==> src/rtl/qv_pkg.sv <==
package qv_pkg;

  // Which digit of the result a product plane builds.
  typedef enum logic {
    QV_OUT_SUM   = 1'b0,
    QV_OUT_CARRY = 1'b1
  } qv_out_e;

  // Truth-table value of the sum digit for one operand pair.
  function automatic int qv_sum_level(input int x, input int y, input int levels);
    return (x + y) % levels;
  endfunction

  // Truth-table value of the carry digit for one operand pair.
  function automatic int qv_carry_level(input int x, input int y, input int levels);
    return (x + y) / levels;
  endfunction

  // Truth-table entry for the selected output digit.
  function automatic int qv_table_level(input qv_out_e sel, input int x, input int y,
                                        input int levels);
    if (sel == QV_OUT_SUM) return qv_sum_level(x, y, levels);
    return qv_carry_level(x, y, levels);
  endfunction

endpackage

==> src/rtl/qv_literal_bank.sv <==
// Disjoint literal gates: slice i is the top level when x == i, else zero.
module qv_literal_bank #(
  parameter int LEVELS = 4,
  parameter int W      = $clog2(LEVELS)
) (
  input  logic [W-1:0]        x,
  output logic [LEVELS*W-1:0] lit
);
  localparam logic [W-1:0] TOP = W'(LEVELS - 1);

  for (genvar i = 0; i < LEVELS; i++) begin : g_lit
    assign lit[i*W +: W] = (x == W'(i)) ? TOP : '0;
  end
endmodule

==> src/rtl/qv_term_plane.sv <==
// One minimum-product per non-zero truth-table row of the chosen output.
module qv_term_plane
  import qv_pkg::*;
#(
  parameter int      LEVELS = 4,
  parameter int      W      = $clog2(LEVELS),
  parameter qv_out_e SEL    = QV_OUT_SUM
) (
  input  logic [LEVELS*W-1:0]        lit_a,
  input  logic [LEVELS*W-1:0]        lit_b,
  output logic [LEVELS*LEVELS*W-1:0] terms
);
  function automatic logic [W-1:0] qmin(input logic [W-1:0] p, input logic [W-1:0] q);
    return (p < q) ? p : q;
  endfunction

  for (genvar i = 0; i < LEVELS; i++) begin : g_row
    for (genvar j = 0; j < LEVELS; j++) begin : g_col
      localparam int E   = qv_table_level(SEL, i, j, LEVELS);
      localparam int IDX = i * LEVELS + j;

      if (E == 0) begin : g_none
        // A zero row contributes no product term.
        assign terms[IDX*W +: W] = '0;
      end else if (E == LEVELS - 1) begin : g_top
        // Minimum with the top level is the identity, so the constant is dropped.
        assign terms[IDX*W +: W] = qmin(lit_a[i*W +: W], lit_b[j*W +: W]);
      end else begin : g_lvl
        assign terms[IDX*W +: W] =
          qmin(qmin(lit_a[i*W +: W], lit_b[j*W +: W]), W'(E));
      end
    end
  end
endmodule

==> src/rtl/qv_max_merge.sv <==
// Maximum (four-valued OR) over N packed W-bit terms.
module qv_max_merge #(
  parameter int N = 16,
  parameter int W = 2
) (
  input  logic [N*W-1:0] terms,
  output logic [W-1:0]   y
);
  always_comb begin
    y = '0;
    for (int t = 0; t < N; t++) begin
      if (terms[t*W +: W] > y) y = terms[t*W +: W];
    end
  end
endmodule

==> src/rtl/qv_adder.sv <==
module qv_adder
  import qv_pkg::*;
#(
  parameter int LEVELS = 4
) (
  input  logic                      clk,
  input  logic                      rst,
  input  logic [$clog2(LEVELS)-1:0] a,
  input  logic [$clog2(LEVELS)-1:0] b,
  output logic [$clog2(LEVELS)-1:0] s,
  output logic [$clog2(LEVELS)-1:0] k
);
  localparam int W = $clog2(LEVELS);
  localparam int N = LEVELS * LEVELS;

  logic [LEVELS*W-1:0] lit_a;
  logic [LEVELS*W-1:0] lit_b;
  logic [N*W-1:0]      sum_terms;
  logic [N*W-1:0]      car_terms;
  logic [W-1:0]        sum_lvl;
  logic [W-1:0]        car_lvl;

  qv_literal_bank #(.LEVELS(LEVELS), .W(W)) u_lit_a (.x(a), .lit(lit_a));
  qv_literal_bank #(.LEVELS(LEVELS), .W(W)) u_lit_b (.x(b), .lit(lit_b));

  qv_term_plane #(.LEVELS(LEVELS), .W(W), .SEL(QV_OUT_SUM)) u_sum_plane (
    .lit_a(lit_a), .lit_b(lit_b), .terms(sum_terms)
  );
  qv_term_plane #(.LEVELS(LEVELS), .W(W), .SEL(QV_OUT_CARRY)) u_car_plane (
    .lit_a(lit_a), .lit_b(lit_b), .terms(car_terms)
  );

  qv_max_merge #(.N(N), .W(W)) u_sum_merge (.terms(sum_terms), .y(sum_lvl));
  qv_max_merge #(.N(N), .W(W)) u_car_merge (.terms(car_terms), .y(car_lvl));

  always_ff @(posedge clk) begin
    if (rst) begin
      s <= '0;
      k <= '0;
    end else begin
      s <= sum_lvl;
      k <= car_lvl;
    end
  end
endmodule

==> config.mk <==
export PLATFORM = sky130hd
export DESIGN_NAME = qv_adder
export DESIGN_NICKNAME = d
export VERILOG_FILES = /design/src/rtl/qv_pkg.sv /design/src/rtl/qv_literal_bank.sv /design/src/rtl/qv_term_plane.sv /design/src/rtl/qv_max_merge.sv /design/src/rtl/qv_adder.sv
export SDC_FILE = /design/constraint.sdc
export NUM_CORES = 1
export LEC_CHECK = 0
export BUFFER_PORTS_ARGS = -buffer_cell sky130_fd_sc_hd__clkbuf_2
export CAP_MARGIN = 10
export CORE_AREA = 4 4 41 43
export DETAILED_ROUTE_END_ITERATION = 7
export DIE_AREA = 0 0 45 47
export GPL_ROUTABILITY_DRIVEN = 0
export PLACE_DENSITY = 0.71
export RECOVER_POWER = 100
export SYNTH_ARGS = -nofsm -noshare
export SYNTH_HDL_FRONTEND = slang
export SYNTH_SLANG_ARGS = --single-unit
==> constraint.sdc <==
create_clock -name clk -period 16.45 [get_ports clk]
set_clock_uncertainty 0.05 [all_clocks]
set_input_delay 3.29 -clock clk [delete_from_list [all_inputs] [get_ports clk]]
set_output_delay 3.29 -clock clk [all_outputs]
set_load 0.1 [all_outputs]
# == Word level (Yosys, flattened, before mapping) ==
# Cells that the tools add are included.
# totals
regBits,4
input_bits,6
out_inout_bits,4
wordCells,120
# classes
n_lt_le_gt_ge,51
eq_ne,6
mux,59
reduce_logical,2
# ops
operator,count
2-to-1 mux 2 bit,59
greater-than comparator 2 bit,16
< comparator 2 bit,15
"< comparator 2 x 1 -> 1 bit, second input constant",8
"greater-than comparator 1 x 2 -> 1 bit, first input constant",6
"== test 2 bit, second input constant",4
"< comparator 2 bit, second input constant",4
"== test 2 x 1 -> 1 bit, second input constant",2
"greater-than comparator 2 x 1 -> 1 bit, second input constant",2
zero test 2 bit,2

# == Depth between registers and ports, before layout ==
# Gate-level depths: netlist of run 1.
# logic_depth
ltp_word,36
mapped_depth,35

# == By module ==
# From an unflattened synthesis of run 1, not the netlist that was laid out.
# unflattened
cells_unflattened,529
area_unflattened_um2,4115.2
# modules_own_cells
module,n_inst,cells_each,area_per_inst_um2,seq_area_each_um2
qv_max_merge at u_sum_merge,1,187,1420.1,0.0
qv_max_merge at u_car_merge,1,185,1392.6,0.0
qv_term_plane at u_sum_plane,1,73,611.8,0.0
qv_term_plane at u_car_plane,1,60,473.0,0.0
qv_literal_bank,2,8,56.3,0.0
qv_adder,1,8,105.1,80.1

# == Least setup slack after synthesis of run 1 ==
# Ideal clock, no wire load.
# synth_timing
path_kind,input port to flip-flop
startpoint,input port a[0]
endpoint,register s[0]
arrival_ps,8773
t_required_ps,16280
setup_slack_ps,7508
cell_stages,33
cell_sequence,buf_4 > nor3b_2 > ha_1 > nor3_2 > mux2i_2 > inv_1 > ha_1 > inv_1 > o22ai_1 > a21oi_1 > o21ai_0 > mux2i_1 > ha_1 > nor2b_1 > a2bb2oi_1 > a2111oi_4 > nor2_1 > inv_1 > ha_1 > nor2_1 > nor3_1 > a21oi_1 > ha_1 > nand2_1 > o21ai_0 > nand3b_1 > o21ai_0 > or2_1 > ha_1 > nor3b_1 > a41o_2 > a21oi_1 > o31a_1
# synth_via
elab_chain_len,36
# synth_lines
item,line_no,text
from (decl),qv_adder.sv:8,"input logic [$clog2(LEVELS)-1:0] a,"
zero test 2 bit,qv_literal_bank.sv:12,assign lit[i*W +: W] = (x == W'(i)) ? TOP : '0;
2-to-1 mux 2 bit,qv_literal_bank.sv:12,
< comparator 2 bit,qv_term_plane.sv:14,return (p < q) ? p : q;
2-to-1 mux 2 bit,qv_term_plane.sv:14,
< comparator 2 x 1 -> 1 bit,qv_term_plane.sv:14,
2-to-1 mux 2 bit,qv_term_plane.sv:14,
greater-than comparator 2 x 1 -> 1 bit,qv_max_merge.sv:12,if (terms[t*W +: W] > y) y = terms[t*W +: W];
2-to-1 mux 2 bit,qv_max_merge.sv:12,
[20 not listed],--,
greater-than comparator 2 bit,qv_max_merge.sv:12,
2-to-1 mux 2 bit,qv_max_merge.sv:12,
greater-than comparator 1 x 2 -> 1 bit,qv_max_merge.sv:12,
2-to-1 mux 2 bit,qv_max_merge.sv:12,
greater-than comparator 2 bit,qv_max_merge.sv:12,
2-to-1 mux 2 bit,qv_max_merge.sv:12,
greater-than comparator 2 bit,qv_max_merge.sv:12,
2-to-1 mux 2 bit (*),qv_max_merge.sv:12,
to (signal assigned),qv_adder.sv:41,s <= sum_lvl;
to (decl),qv_adder.sv:10,"output logic [$clog2(LEVELS)-1:0] s,"
# Mark *: on every way between the ends. The rest lies on a longest branch, timed or not.
# A chain may end at the register's enable or synchronous reset.

# == Final worst setup path of run 1 ==
# Ends and elaborated chain as after synthesis.

==> results of run 1 <==
-- area by class of cell --
cell class                 instances  share of cell area, %
clock buffer                       4                   3.81
tap                               15                   2.72
inverter                          10                   5.44
sequential                         3                   8.71
timing repair buffer               8                   5.08
multi-input combinational         62                   74.2
-- layer usage --
metal | up-vias | wire (um)
li1 | 294 | -
met1 | 274 | 538
met2 | 8 | 600
met3 | 4 | 46
met4 | 0 | 30
met5 | - | 0
-- cell usage after synthesis, types with 2 or more instances --
| master | number |
|---|---|
| o21ai_0 | 3 |
| nor3b_1 | 2 |
| nor2b_1 | 3 |
| inv_1 | 10 |
| a21oi_1 | 4 |
| nand3_1 | 2 |
| nor2_1 | 5 |
| mux2i_1 | 2 |
| buf_4 | 2 |
| dfxtp_1 | 3 |
| nand2_1 | 3 |
| ha_1 | 14 |
| and2_1 | 2 |
-- kinds of logic after synthesis --
family                   count (synthesis)  share of synthesized area (%)
adder cells (fa/ha/maj)                 15                           28.1
AND/OR/NAND/NOR                         29                           27.8
other                                    1                          0.570
multiplexers                             3                           5.13
buffers and inverters                   13                           9.70
AO/OA/AOI/OAI                           14                           19.6
flip-flops                               3                           9.13
-- worst paths after layout --
check	slack, ns	to	startpoint
min	3.21	k[0]	rst
max	6.71	s[0]	a[0]
-- power breakdown --
group	switching (mW)	internal [mW]	leakage [nW]
logic	0.0174	0.00940	0.313
registers	0.000184	0.00812	0.0247
clock network	0.00382	0.00909	0.0150
-- state kept, by name, summed over array words and instances (netlist names) --
register / flops
s: 2
k: 1
-- metrics by stage --
stage | cells | instance area [sq um] | total power [mW]
3_3_place_gp | 98 | 691 | 0.0361
2_1_floorplan | 78 | 658 | 0.0327
5_1_grt | 102 | 689 | 0.0528
3_5_place_dp | 98 | 691 | 0.0370
4_1_cts | 102 | 717 | 0.0504
6_report | 102 | 689 | 0.0480
==> impl_metrics.tcl, run 1 <==
set metrics [dict create \
    portBuffers 8 \
    cts_buffer_depth 2 \
    nFillCells 146 \
    viasPerCell 5.69 \
    grt_setup_unrepaired "no" \
    synth-seq-cells 3 \
    worstHoldPathCells 2 \
    finalCritPeriodShare_pct 59.2 \
    critical_path_required_ns 16.52 \
    synthTopCellsByArea "ha_1 27%, dfxtp_1 9.1%, inv_1 5.7%, a2111oi_4 4.2%, a21oi_1 3.0%" \
    post_cts_buffers 0 \
    busiest_layer "met2" \
    synthArstFlopShare_pct 0 \
    max_stage_delay_ns 0.74 \
    diodes 0 \
    worst-setup-path-type "input pin to flip-flop" \
    synth_area_sq_um 658 \
    tightestPinTransition_ns 1.16 \
    peakVddDrop_v 0.0000208 \
    clkTransAtPathRegs_ns 0.04 \
    power_leakage_nw 0.353 \
    numCtsBuffers 3 \
    synth_top_area_share_pct 26.6 \
    drive_above_1_share_pct 14.9 \
    synth_top_area_cell "ha_1" \
    vias 580 \
    cts_tree "done" \
    grt_antenna_before_repair 0 \
    drt-total-wl_mm 1.22 \
    yosys_warnings 0 \
    core_sq_um 1300 \
    initial_core_util_pct 50.6 \
    endpoint_kind "flip-flop" \
    crit_buf_inv 4 \
    power_density_nw_per_um2 69.7 \
    synth-main-ff-cell "dfxtp_1" \
    area_growth_pct 4.75 \
    synth_edf_count 0 \
    grt_use_met2_pct 24.9 \
    hold_viol_final 0 \
    overflow 0 \
    io_pins 10 \
    finish.utilization_pct 53.0 \
    path_common_cell "ha_1" \
    setup_viol 0 \
    remaining_drc_errors 0 \
    cp-start-kind "input pin" \
    wire_per_inst_um 11.9 \
    layout_commonest_cell "ha_1" \
    yosysSeqAreaShare_pct 9.13 \
    tns_ns 0 \
    num_rows 13 \
    cts.sinks 3 \
    layout_common_cells "14 x ha_1, 10 x inv_1, 5 x nor2_1, 5 x clkbuf_1" \
    cp_max_fo 11 \
    die_w_um 45 \
    dp_hpwl_mm 1.01 \
    h-tree-depth 1 \
    fin_crit_ns 9.74 \
    fmax_mhz 103 \
    dpl_worst_slack_ns 6.79 \
    worstSetupPathDepth 33 \
    postSynthAreaPerCell_sq_um 8.44 \
    synthesis.nets 98 \
    grt_pass1_vias 528 \
    grt_use_met3_pct 2.30 \
    final_nets 108 \
    drt-initial-drc-count 4 \
    synthCells 78 \
    grt_max_degree 12 \
    holdWs_ns 3.21 \
    drtPass1Iterations 3 \
    fp.dieH_um 47 \
    path_delay_family "compound AO/OA/AOI/OAI gates" \
    status "finished, final reports clean" \
    regArea_sq_um 60.1 \
    critPathArrivalTime_ns 9.81 \
    drv_slew 0 \
    maxCapViolCount 0 \
    die_area_sq_um 2120 \
    hold_class "input pin to flip-flop" \
    met1_usage_pct 14.9 \
    slew_headroom_pct 22.8 \
    cts-hold-fix-buffers 0 \
    setup_ws_ns 6.71 \
    cts_resized 0 \
    grt_pass1_wl_mm 2.09 \
    track_usage_pct 13.8 \
    ant_nets 0 \
    multiInputGateArea_sq_um 512 \
    cts_root_buf "clkbuf_4" \
    cpMaxStageDelayCell "a2111oi_0" \
    synth.distinct_cells 36 \
]
Note: power is estimated with default switching activity, not from simulation.
==> inputs of run 2 (changes only) <==
==> constraint.sdc (replaced) <==
create_clock -name clk -period 9.7 [get_ports clk]
set_clock_uncertainty 0.05 [all_clocks]
set_input_delay 1.94 -clock clk [delete_from_list [all_inputs] [get_ports clk]]
set_output_delay 1.94 -clock clk [all_outputs]
set_load 0.1 [all_outputs]
==> impl_metrics.tcl, run 2 (synthesized netlist as in run 1, its figures left out) <==
set metrics [dict create \
    critical_path_required_ns 9.76 \
    grt_setup_unrepaired "no" \
    cp_max_fo 11 \
    power_density_nw_per_um2 119 \
    wire_per_inst_um 12.6 \
    p_clk_share_pct 26.3 \
    drt-initial-drc-count 8 \
    num_rows 13 \
    status "finished, final reports clean" \
    dpl_worst_slack_ns 1.41 \
    cts.sinks 3 \
    hold_viol_final 0 \
    tns_ns 0 \
    hp-start "rst" \
    portBuffers 8 \
    endpoint_kind "flip-flop" \
    ant_nets 0 \
    grt_max_degree 12 \
    clkTransAtPathRegs_ns 0.04 \
    cts_root_buf "clkbuf_4" \
    drive_above_1_share_pct 14.9 \
    critPathArrivalTime_ns 8.46 \
    die_area_sq_um 2120 \
    post_cts_buffers 0 \
    layout_common_cells "14 x ha_1, 10 x inv_1, 5 x nor2_1, 5 x clkbuf_1" \
    viasPerCell 5.51 \
    drv_slew 0 \
    vias 562 \
    p_int_mw 0.0452 \
    seqPwrFrac_pct 17.2 \
    layout_commonest_cell "ha_1" \
    grt_pass1_wl_mm 2.26 \
    peakVddDrop_v 0.0000457 \
    cts_resized 0 \
    largestRegisters "s: 2 flops, k: 1 flops" \
    top_register "s" \
    swShare_pct 44.7 \
    path_common_cell "ha_1" \
    slew_headroom_pct 22.6 \
    tightestPinTransition_ns 1.17 \
    cts_tree "done" \
    critPathLaunch "a[0]" \
    p_comb_share_pct 56.5 \
    io_pins 10 \
    overflow 0 \
    cp-start-kind "input pin" \
    initial_core_util_pct 50.6 \
    cts-hold-fix-buffers 0 \
    max_stage_delay_ns 0.73 \
    track_usage_pct 14.9 \
    setup_viol 0 \
    remaining_drc_errors 0 \
    numCtsBuffers 3 \
    power_leakage_nw 0.353 \
    grt_antenna_before_repair 0 \
    setup_ws_ns 1.31 \
    grt_pass1_vias 585 \
    dp_hpwl_mm 1.06 \
    cts_buffer_depth 2 \
    hold_class "input pin to flip-flop" \
    diodes 0 \
    worst-setup-path-type "input pin to flip-flop" \
    cpMaxStageDelayCell "a2111oi_0" \
    fp.dieH_um 47 \
    fmax_mhz 119 \
    fin_crit_ns 8.39 \
    final_nets 108 \
    maxCapViolCount 0 \
    finalCritPeriodShare_pct 86.5 \
    core_sq_um 1300 \
    h-tree-depth 1 \
    drt-total-wl_mm 1.28 \
    drtPass1Iterations 3 \
    area_growth_pct 4.75 \
    largest_reg_flops 2 \
    p_switching_mw 0.0366 \
    die_w_um 45 \
]
[run 2: power groups by stage]
stage / combinational (mW) / sequential [mW] / clock, mW
after floorplan: 0.0313 / 0.0242 / 0
after global placement: 0.0469 / 0.0142 / 0
after detailed placement: 0.0491 / 0.0143 / 0
after CTS: 0.0493 / 0.0141 / 0.0227
after global routing: 0.0520 / 0.0142 / 0.0247
final: 0.0462 / 0.0141 / 0.0215
[run 2: cell type report]
type	instances	area, sq um
flip-flops and latches	3	60.1
multi-input cells	62	512
inverters	10	37.5
fillers	142	612
repair buffers	8	35.0
well taps	15	18.8
clock buffers	4	26.3
[run 2: stage by stage]
stage / util (%) / power, mW / cells / area (sq um) / hold slack, ns
after global placement: 53.1 / 0.0611 / 98 / 691 / 2.09
final: 53.0 / 0.0818 / 102 / 689 / 1.85
after detailed placement: 53.1 / 0.0634 / 98 / 691 / 2.09
after floorplan: - / 0.0555 / 78 / 658 / 1.96
after global routing: 53.0 / 0.0909 / 102 / 689 / 1.85
after CTS: 55.1 / 0.0862 / 102 / 717 / 1.85
[run 2: final timing paths]
| kind | to | slack, ns | depth (start not counted) |
|---|---|---|---|
| max | s[0] | 1.31 | 33 |
| min | k[0] | 1.85 | 2 |
[run 2: routing by layer]
layer | vias up | part of all wire (%) | global-route usage (%)
li1 | 293 | - | -
met4 | 0 | 1.1 | 8.77
met3 | 2 | 3.2 | 3.45
met5 | - | 0 | 0
met1 | 261 | 43 | 14.7
met2 | 6 | 52 | 28.2
[run 2: worst max-delay path: cells and delay by family]
family	cells	cell delay (ns)
muxes	2	0.64
buffers and inverters	4	0.59
adders and majority gates	6	1.66
AOI/OAI and AO/OA	11	2.08
and+or+nand+nor	10	1.54
==> inputs of run 3 (changes only) <==
--- a/config.mk
+++ b/config.mk
@@ -5,13 +5,14 @@
 export SDC_FILE = /design/constraint.sdc
 export NUM_CORES = 1
 export LEC_CHECK = 0
+export ABC_AREA = 1
 export BUFFER_PORTS_ARGS = -buffer_cell sky130_fd_sc_hd__clkbuf_2
 export CAP_MARGIN = 10
 export CORE_AREA = 4 4 41 43
 export DETAILED_ROUTE_END_ITERATION = 7
 export DIE_AREA = 0 0 45 47
 export GPL_ROUTABILITY_DRIVEN = 0
-export PLACE_DENSITY = 0.71
+export PLACE_DENSITY = 0.7
 export RECOVER_POWER = 100
 export SYNTH_ARGS = -nofsm -noshare
 export SYNTH_HDL_FRONTEND = slang
==> impl_metrics.tcl, run 3 <==
set metrics [dict create \
    top_register "s" \
    synth.distinct_cells 23 \
    grt_pass1_vias 536 \
    synth.most_common_cell "inv_1" \
    largest_reg_flops 2 \
    clkTransAtPathRegs_ns 0.04 \
    cts.sinks 3 \
    cts_tree "done" \
    synth_top_area_cell "ha_1" \
    hold_class "input pin to flip-flop" \
    cts_resized 0 \
    dp_hpwl_um 949 \
    slew_headroom_pct 22.6 \
    layout_common_cells "24 x inv_1, 22 x nand2_1, 14 x ha_1" \
    cts_buffer_depth 2 \
    viasPerCell 4.81 \
    initial_core_util_pct 50.1 \
    setup_viol 0 \
    diodes 0 \
    postSynthAreaPerCell_sq_um 6.27 \
    fp.dieH_um 47 \
    remaining_drc_errors 0 \
    area_growth_pct 10.7 \
    synth_top_area_share_pct 26.9 \
    synth_commonest_cells "24 x inv_1, 22 x nand2_1, 14 x ha_1" \
    fmax_mhz 135 \
    core_sq_um 1300 \
    synth-seq-cells 3 \
    power_leakage_nw 0.445 \
    grt_pass1_wl_mm 1.99 \
    yosys_warnings 0 \
    fin_crit_ns 7.43 \
    cp-start-kind "input pin" \
    critPathArrivalTime_ns 7.52 \
    peakVddDrop_v 0.0000462 \
    final_area_sq_um 722 \
    power_mw 0.0975 \
    vias 625 \
    max_stage_delay_ns 0.40 \
    h-tree-depth 1 \
    critical_path_required_ns 9.79 \
    dpl_worst_slack_ns 2.19 \
    overflow 0 \
    cp_max_fo 6 \
    post_cts_buffers 0 \
    tns_ns 0 \
    synthTopCellsByArea "ha_1 27%, inv_1 14%, nand2_1 13%, dfxtp_1 9.2%, nand3_2 7.7%" \
    synth-main-ff-cell "dfxtp_1" \
    die_area_sq_um 2120 \
    synthCells 104 \
    drive_above_1_share_pct 16.5 \
    die_w_um 45 \
    final_cells 130 \
    finish.utilization_pct 55.5 \
    maxCapViolCount 0 \
    portBuffers 8 \
    endpoint_kind "flip-flop" \
    grt_max_degree 8 \
    holdWs_ns 1.86 \
    num_rows 13 \
    cts_root_buf "clkbuf_4" \
    power_density_nw_per_um2 135 \
    drt-total-wl_mm 1.10 \
    placed_cells_incl_taps 126 \
    status "finished, final reports clean" \
    synth_edf_count 0 \
    nFillCells 152 \
    synthesis.nets 124 \
    hold_viol_final 0 \
    ant_nets 0 \
    yosysSeqAreaShare_pct 9.21 \
    grt_antenna_before_repair 0 \
    cts-hold-fix-buffers 0 \
    track_usage_pct 12.8 \
    tightestPinTransition_ns 1.17 \
    dpl_cell_area_sq_um 703 \
    grt_setup_unrepaired "no" \
    synthArstFlopShare_pct 0 \
    cpMaxStageDelayCell "or3_1" \
    numCtsBuffers 3 \
    regArea_sq_um 60.1 \
    multiInputGateArea_sq_um 488 \
    worst-setup-path-type "input pin to flip-flop" \
    drt-initial-drc-count 6 \
    drv_slew 0 \
    largestRegisters "s: 2 flops, k: 1 flops" \
    path_common_cell "nand2_1" \
    drtPass1Iterations 4 \
    finalCritPeriodShare_pct 76.6 \
    layout_commonest_cell "inv_1" \
    final_nets 136 \
    wire_per_inst_um 8.46 \
    setup_ws_ns 2.27 \
    synth_area_sq_um 652 \
    io_pins 10 \
]
[run 3: final cells by class]
cell class / count / area share, %
Sequential cell: 3 / 8.32
Multi-Input combinational cell: 75 / 67.6
Inverter: 25 / 13.0
Clock buffer: 4 / 3.64
Timing Repair Buffer: 8 / 4.85
Tap cell: 15 / 2.60
[run 3: layer usage]
metal / global-route usage [%] / up-vias / routed length, um
met3: 2.30 / 3 / 34
met4: 8.77 / 0 / 31
met1: 14.2 / 271 / 507
met5: 0 / - / 0
met2: 22.3 / 9 / 526
li1: - / 342 / -
[run 3: critical path: cells and delay by family]
| kind | cells | cell delay (ns) |
|---|---|---|
| AO/OA/AOI/OAI | 5 | 0.97 |
| adder cells (fa/ha/maj) | 6 | 1.57 |
| buffers and inverters | 6 | 0.52 |
| AND/OR/NAND/NOR | 21 | 2.50 |
[run 3: power by group]
part / leakage, nW / switching, mW / internal [mW]
clock: 0.0150 / 0.00684 / 0.0154
combinational: 0.405 / 0.0416 / 0.0190
sequential: 0.0248 / 0.000378 / 0.0144
total: 0.445 / 0.0488 / 0.0488
[run 3: worst paths after layout]
| path | from | endpoint | slack [ns] | cells after the start |
|---|---|---|---|---|
| setup / recovery | a[0] | s[0] | 2.27 | 38 |
| hold / removal | rst | s[1] | 1.86 | 2 |
[run 3: logic make-up after synthesis]
group / count (synthesis) / synth area share, %
DFF: 3 / 9.21
AOI/OAI and AO/OA: 7 / 6.72
and+or+nand+nor: 53 / 41.1
buffers and inverters: 26 / 15.5
adders and majority gates: 14 / 26.9
other: 1 / 0.575
